[src/rtl/tpa_pkg.sv]
package tpa_pkg;

    localparam int EPOCH_W    = 2;
    localparam int NUM_EPOCHS = 1 << EPOCH_W;

    typedef enum logic [EPOCH_W-1:0] {
        EP_0 = 2'd0,
        EP_1 = 2'd1,
        EP_2 = 2'd2,
        EP_3 = 2'd3
    } epoch_e;

endpackage

[src/rtl/tpa_sequencer.sv]
module tpa_sequencer
    import tpa_pkg::*;
#(
    parameter int PATS_PER_EPOCH = 16
) (
    input  logic   clk,
    input  logic   rst_n,
    input  logic   start,
    input  logic   pat_en,
    output logic   running,
    output epoch_e epoch,
    output logic   done
);

    localparam int CNT_W = (PATS_PER_EPOCH > 1) ? $clog2(PATS_PER_EPOCH) : 1;
    localparam logic [CNT_W-1:0] CNT_LAST = CNT_W'(PATS_PER_EPOCH - 1);

    typedef struct packed {
        logic             run;
        epoch_e           ep;
        logic [CNT_W-1:0] cnt;
        logic             fin;
    } seq_t;

    seq_t s_d, s_q;
    logic last_pat;

    always_comb begin
        s_d      = s_q;
        last_pat = (s_q.cnt == CNT_LAST);
        if (start) begin
            s_d.run = 1'b1;
            s_d.ep  = EP_0;
            s_d.cnt = '0;
            s_d.fin = 1'b0;
        end else if (s_q.run && pat_en) begin
            if (last_pat) begin
                s_d.cnt = '0;
                if (s_q.ep == EP_3) begin
                    s_d.run = 1'b0;
                    s_d.fin = 1'b1;
                end else begin
                    s_d.ep = epoch_e'(s_q.ep + 2'd1);
                end
            end else begin
                s_d.cnt = s_q.cnt + 1'b1;
            end
        end
    end

    always_ff @(posedge clk or negedge rst_n) begin
        if (!rst_n) begin
            s_q <= '{run: 1'b0, ep: EP_0, cnt: '0, fin: 1'b0};
        end else begin
            s_q <= s_d;
        end
    end

    assign running = s_q.run;
    assign epoch   = s_q.ep;
    assign done    = s_q.fin;

    // start always clears the epoch and done
    p_start_clears_r2: assert property (@(posedge clk) disable iff (!rst_n)
        start |=> (epoch == EP_0) && !done && running);

    // without a pattern pulse nothing advances
    p_hold_without_pat_r3: assert property (@(posedge clk) disable iff (!rst_n)
        (!start && !pat_en) |=> $stable(epoch) && $stable(done));

    // epoch only holds or steps by one
    p_epoch_step_r4: assert property (@(posedge clk) disable iff (!rst_n)
        !start |=> (epoch == $past(epoch)) || (epoch == epoch_e'($past(epoch) + 2'd1)));

    // done is sticky at epoch 3 until restart
    p_done_holds_r8: assert property (@(posedge clk) disable iff (!rst_n)
        (done && !start) |=> done && (epoch == EP_3) && !running);

endmodule

[src/rtl/tpa_phase_decoder.sv]
module tpa_phase_decoder
    import tpa_pkg::*;
#(
    parameter int                         N_POINTS    = 2,
    parameter logic [N_POINTS*NUM_EPOCHS-1:0] EPOCH_MASKS = '0
) (
    input  logic                running,
    input  epoch_e              epoch,
    output logic [N_POINTS-1:0] sel
);

    for (genvar i = 0; i < N_POINTS; i++) begin : g_sel
        localparam logic [NUM_EPOCHS-1:0] MASK = EPOCH_MASKS[i*NUM_EPOCHS +: NUM_EPOCHS];
        assign sel[i] = running & MASK[epoch];
    end

endmodule

[src/rtl/tpa_ctrl_point.sv]
module tpa_ctrl_point #(
    parameter bit FORCE_ONE = 1'b0
) (
    input  logic test_mode,
    input  logic sel,
    input  logic din,
    output logic dout
);

    logic inject;
    assign inject = test_mode & sel;

    if (FORCE_ONE) begin : g_or_point
        assign dout = din | inject;
    end else begin : g_and_point
        assign dout = din & ~inject;
    end

endmodule

[src/rtl/epoch_tp_activator.sv]
module epoch_tp_activator
    import tpa_pkg::*;
#(
    parameter int                    PATS_PER_EPOCH = 16,
    parameter logic [NUM_EPOCHS-1:0] C1_EPOCHS      = 4'b0110,
    parameter logic [NUM_EPOCHS-1:0] C2_EPOCHS      = 4'b1100
) (
    input  logic               clk,
    input  logic               rst_n,
    input  logic               test_mode,
    input  logic               start,
    input  logic               pat_en,
    input  logic               g,
    input  logic               h,
    output logic               c1,
    output logic               c2,
    output logic [EPOCH_W-1:0] epoch,
    output logic               done
);

    localparam int N_POINTS = 2;

    logic                running;
    epoch_e              ep;
    logic [N_POINTS-1:0] sel;

    tpa_sequencer #(
        .PATS_PER_EPOCH(PATS_PER_EPOCH)
    ) i_seq (
        .clk    (clk),
        .rst_n  (rst_n),
        .start  (start),
        .pat_en (pat_en),
        .running(running),
        .epoch  (ep),
        .done   (done)
    );

    tpa_phase_decoder #(
        .N_POINTS   (N_POINTS),
        .EPOCH_MASKS({C2_EPOCHS, C1_EPOCHS})
    ) i_dec (
        .running(running),
        .epoch  (ep),
        .sel    (sel)
    );

    tpa_ctrl_point #(.FORCE_ONE(1'b0)) i_cp_zero (
        .test_mode(test_mode),
        .sel      (sel[0]),
        .din      (g),
        .dout     (c1)
    );

    tpa_ctrl_point #(.FORCE_ONE(1'b1)) i_cp_one (
        .test_mode(test_mode),
        .sel      (sel[1]),
        .din      (h),
        .dout     (c2)
    );

    assign epoch = ep;

    // test mode low makes every point transparent
    p_transparent_r7: assert property (@(posedge clk) disable iff (!rst_n)
        !test_mode |-> (c1 == g) && (c2 == h));

    // c1 pulled low in epochs 1 and 2
    p_c1_forced_r5: assert property (@(posedge clk) disable iff (!rst_n)
        (test_mode && running && (ep == EP_1 || ep == EP_2)) |-> !c1);

    // c2 pulled high in epochs 2 and 3
    p_c2_forced_r6: assert property (@(posedge clk) disable iff (!rst_n)
        (test_mode && running && (ep == EP_2 || ep == EP_3)) |-> c2);

    // once finished, both points pass through
    p_idle_transparent_r8: assert property (@(posedge clk) disable iff (!rst_n)
        done |-> (c1 == g) && (c2 == h));

endmodule

[config.mk]
export PLATFORM = sky130hd
export DESIGN_NAME = epoch_tp_activator
export DESIGN_NICKNAME = d
export VERILOG_FILES = /design/src/rtl/tpa_pkg.sv /design/src/rtl/tpa_sequencer.sv /design/src/rtl/tpa_phase_decoder.sv /design/src/rtl/tpa_ctrl_point.sv /design/src/rtl/epoch_tp_activator.sv
export SDC_FILE = /design/constraint.sdc
export NUM_CORES = 1
export LEC_CHECK = 0
export BUFFER_PORTS_ARGS = -buffer_cell sky130_fd_sc_hd__clkbuf_2
export CORE_UTILIZATION = 35
export DETAILED_ROUTE_END_ITERATION = 7
export PLACE_DENSITY = 0.66
export SYNTH_ARGS = -nofsm -noshare
export SYNTH_HDL_FRONTEND = slang
export SYNTH_HIERARCHICAL = 1
export SYNTH_SLANG_ARGS = --single-unit
[constraint.sdc]
create_clock -name clk -period 1.8 [get_ports clk]
set_clock_uncertainty 0.05 [all_clocks]
set_input_delay 0.27 -clock clk [delete_from_list [all_inputs] [get_ports clk]]
set_output_delay 0.27 -clock clk [all_outputs]
set_load 0.1 [all_outputs]
Yosys cells after proc, flatten, opt, wreduce, memory -nomap -nowiden --
Cells that the tools add are included.
Word-level totals: register bits after elaboration 8, bits of input ports 7, output and inout bits 5, word-level logic and storage cells 35
Operators by class: equality and inequality tests 3, add/subtract/negate cells 2, reductions and logical operators 6, mux-type cells 12, bitwise operators 7, $lt $le $gt $ge 1
Operator list (number):
- 2-to-1 mux 8 bit | 2
- AND reduction 3 bit | 2
- nonzero test 2 bit | 3
- bitwise AND 1 bit | 5
- 2-to-1 mux 1 bit | 5
- adder 4 x 1 -> 4 bit (second input constant) | 1
- binary-select mux 1 bit (select 2 bit) | 2
- equality test 4 bit (second input constant) | 1
- 2-to-1 mux 4 bit | 1
- less-than comparator 2 x 3 -> 1 bit (second input constant) | 1
- 2-to-1 mux 3 bit | 1
- adder 2 x 1 -> 2 bit (second input constant) | 1
- equality test 2 bit (second input constant) | 1
- 2-to-1 mux 2 bit | 1
- inequality test 2 bit (second input constant) | 1
- logical AND 1 bit | 1
- NOT 1 bit | 1
- bitwise OR 1 bit | 1

Depth between registers and ports, before layout --
word-level depth 6, depth in mapped cells 4, gate-level depth less buffers 4

Modules after synthesis --
Netlist, hierarchy kept.
By module, submodules not included:
- tpa_sequencer | cells an instance 40, instances 1, sequential area each 200.2 sq um, area each 419.2 sq um
- tpa_phase_decoder | cells an instance 3, instances 1, sequential area each 0.0 sq um, area each 22.5 sq um
- tpa_ctrl_point at i_cp_zero | cells an instance 1, instances 1, sequential area each 0.0 sq um, area each 11.3 sq um
- tpa_ctrl_point at i_cp_one | cells an instance 1, instances 1, sequential area each 0.0 sq um, area each 7.5 sq um

Worst setup path before layout --
OpenSTA, ideal clock, no wires.
kind reg2out, start point reg i_seq.s_q (netlist bit i_seq/epoch[1]), end point out c1, setup slack -0.372 ns, buffers on the path 1, arrival time 1.852 ns, data required time 1.480 ns, cell stages (with the launch flop) 5, cell sequence dfrtp_1 buf_4 xor2_1 and2_1 a21boi_2
Between the ends: longest elaborated chain between the ends 6
RTL lines:
- start, declared | RTL line tpa_sequencer.sv:25 | seq_t s_d, s_q;
- start signal, assigned | RTL line tpa_sequencer.sv:53 | s_q <= '{run: 1'b0, ep: EP_0, cnt: '0, fin: 1'b0};
- binary-select mux 1 bit (select 2 bit) | RTL line tpa_phase_decoder.sv:14 | assign sel[i] = running & MASK[epoch];
- 2-to-1 mux 1 bit (implied by the code) | RTL line tpa_phase_decoder.sv:14
- bitwise AND 1 bit | RTL line tpa_phase_decoder.sv:14
- via sel[0] | RTL line epoch_tp_activator.sv:25 | logic [N_POINTS-1:0] sel;
- bitwise AND 1 bit | RTL line tpa_ctrl_point.sv:11 | assign inject = test_mode & sel;
- NOT 1 bit | RTL line tpa_ctrl_point.sv:16 | assign dout = din & ~inject;
- bitwise AND 1 bit | RTL line tpa_ctrl_point.sv:16
- end, declared | RTL line epoch_tp_activator.sv:15 | output logic c1,
The timed path passes the listed nets, and every way through them passes these cells. The select of a mux whose other input is x is not followed.

Worst setup path after layout --
Ends and elaborated chain as after synthesis.

==> run metrics <==
outcome=complete, no violations; Synth Area in Compound Gates=14.7%; Max-Cap Viols=0; clk buf depth=2; R2R Path End=i_seq/epoch[0]; ANT nets after route=0; crit-path max FO=5; Comb pwr share=15.5%; Die Width=38.3 µm; n_diodes=0; Placed Cells=67; Nets=68; grt ovf=0; critical path required time=1.48 ns; syn_nets=54; H-tree levels=1; Rel. slew slack=64.2%; GP Congestion=0.795; post-placement cell area=554 µm²; TritonCTS Buffers=3; post-layout util=50.1%; fmax=588 MHz; DP Worst Slack=0.268 ns; setup ws final=0.0994 ns; vias in the first global route=350; Leakage=0.281 nW; Initial Utilization=39.3%; setup TNS=0 ns; FF+latch count, synth=8; post-synthesis sequential area ratio=43.5%; Total Routing Usage GR=14.8%; Avg Cell Area, Syn=10.2 µm²; multiplexer share of the synthesized area=5.43%; detailed-route vias per instance=5.01; CP max stage cell=dfrtp_1; Switching Power=99.6 µW; initial antenna violation count=0; Crit. End Element=primary output; Die Footprint=0.00146 mm²; CP Class=register to primary output; Internal=284 µW; CP arrival=1.38 ns; Clock Sinks=8; Die H=38.3 µm; final worst path period need=1.70 ns; Post-Layout Cell Count=71; drt pass-1 iters=1; Synth Warn #=6; Seq pwr share=48.9%; Final setup viols=0; worst-skew pair later-pin latency=0.25 ns; routed wire length=876 µm; row cnt=12; VDD IR-drop max=0.000357 V; hold slack=0.247 ns; distinct cell type count after synthesis=26; # DRC=0; Design Area, Final=587 µm²; Post-Synth Simple-Gate Area=22.3%; routed vias=356; Final Cycle Share=94.5%; core footprint=0.00117 mm²; pwr/cell area=653 mW/mm²; DR WL/cell=12.3 µm; Switching Fraction=26.0%; CP Launch Type=register; Least-Margin Pin Slew=0.539 ns; CTS tree=built; hold crit path type=input port to register; first-pass GRT wire length=1400 µm; reg2reg path depth=4; final hold vios=0; Synth Area in Adders=5.43%; DR iter-0 viols=0; Reg-to-Reg Start=i_seq/s_q[1]; port bufs=11; Critical Path Max Stage Delay=0.43 ns; Root Driver=clkbuf_4; area delta synth->final=27.4%; layout cells sized above 1=36.8%; largest family of logic cells by synthesized area=simple AND/OR/NAND/NOR gates; Final Max Slew Viols=0; # IOs=12; pin count of the biggest net entering global routing=11; worst-path cell chain=xor2_1 > and2_4 > a21boi_4 > buf_12; Worst setup endpoint=c1; power share of the clock group=35.5%; RSZ-0062 raised after global routing=false; setup slack, reg-to-reg=0.24 ns; crit path from=i_seq/epoch[1]; post-synthesis xor/xnor area fraction=3.80%; Cell Area, Synth=460 µm²; post-layout power=383 µW; clock-pin slew on the worst setup and hold paths=0.06 ns; Synth Instances=45
==> repair_timing <==
action | 4_1_cts | 5_1_grt
gates resized for setup | 0 | 0
hold buffers | 1 | 0
endpoints found under the hold margin | 8 | 0
buffers inserted | 0 | 0
endpoints found under the setup margin | 0 | 0
==> power by group through the flow <==
| stage | clock [mW] | combinational (mW) | sequential (mW) |
|---|---|---|---|
| 2_1_floorplan | 0 | 0.0335 | 0.190 |
| 3_3_place_gp | 0 | 0.0575 | 0.190 |
| 3_5_place_dp | 0 | 0.0575 | 0.190 |
| 4_1_cts | 0.148 | 0.0599 | 0.187 |
| 5_1_grt | 0.154 | 0.0642 | 0.188 |
| 6_report | 0.136 | 0.0596 | 0.188 |
==> layer usage <==
metal | share of wire (%) | global-route usage (%) | wire (µm)
met1 | 46 | 16.4 | 405
met3 | 4.1 | 1.74 | 36
met2 | 49 | 25.8 | 430
met4 | 0.46 | 10.7 | 4
met5 | 0 | 0 | 0
==> cell usage after synthesis, drive strengths merged <==
| library cell | instances | area, µm² |
|---|---|---|
| dfrtp | 8 | 200 |
| a21oi | 5 | 25.0 |
| nand2 | 4 | 15.0 |
| a21o | 2 | 16.3 |
| and2 | 2 | 13.8 |
| buf | 2 | 15.0 |
| ha | 2 | 25.0 |
| nand2b | 2 | 12.5 |
| nand3 | 2 | 10.0 |
| nor2 | 2 | 7.51 |
| a21boi | 1 | 11.3 |
| a311o | 1 | 10.0 |
| and3 | 1 | 11.3 |
| and4b | 1 | 13.8 |
| clkbuf | 1 | 3.75 |
| inv | 1 | 3.75 |
| mux2 | 1 | 15.0 |
| mux2i | 1 | 10.0 |
| nand4 | 1 | 6.26 |
| nor2b | 1 | 6.26 |
| o21ai | 1 | 5.00 |
| or3 | 1 | 6.26 |
| xnor2 | 1 | 8.76 |
| xor2 | 1 | 8.76 |
==> sequential cells by signal, summed over array words and instances, names as in the netlist <==
register       flops
i_seq/running      1
i_seq/done         1
i_seq/s_q          4
i_seq/epoch        2
==> worst max-delay path, delay by kind of cell, from the launching register on <==
family | cells | cell delay, ns
flops | 1 | 0.43
buf+inv | 1 | 0.18
compound gates | 1 | 0.16
xor+xnor | 1 | 0.18
simple gates | 1 | 0.17
==> layout by cell type, fill, tap and decap left out, types with 2 or more instances in the layout <==
cell | synthesis | layout
clkbuf_2 | 0 | 9
dfrtp_1 | 8 | 8
a21oi_1 | 5 | 5
nand2_1 | 4 | 4
clkbuf_4 | 0 | 3
nor2_1 | 2 | 2
nand3_1 | 2 | 2
nand2b_1 | 2 | 2
ha_1 | 2 | 2
buf_12 | 0 | 2
==> cell families (layout without fill, tap and decap cells) <==
logic type               Yosys count  in the layout
AO/OA/AOI/OAI                     10             10
XOR/XNOR                           2              2
adder cells (fa/ha/maj)            2              2
buffers and inverters              4             16
flip-flops                         8              8
multiplexers                       2              2
AND/OR/NAND/NOR                   17             17
==> area by class of cell <==
type / count / area [µm²]
multi-input combinational: 33 / 248
fill: 114 / 584
clock buffer: 3 / 22.5
inverter: 1 / 3.75
timing repair buffer: 12 / 95.1
tap: 14 / 17.5
sequential: 8 / 200
==> worst min-delay path by stage <==
stage / start / endpoint / depth (start not counted)
finish: pat_en / i_seq/s_q[2] / 3
floorplan: rst_n / i_seq/done / 0
global placement: rst_n / i_seq/s_q[4] / 1
CTS: pat_en / i_seq/s_q[2] / 3
global route: pat_en / i_seq/s_q[2] / 3
detailed placement: rst_n / i_seq/s_q[4] / 1
(Power assumes the default switching activity.)
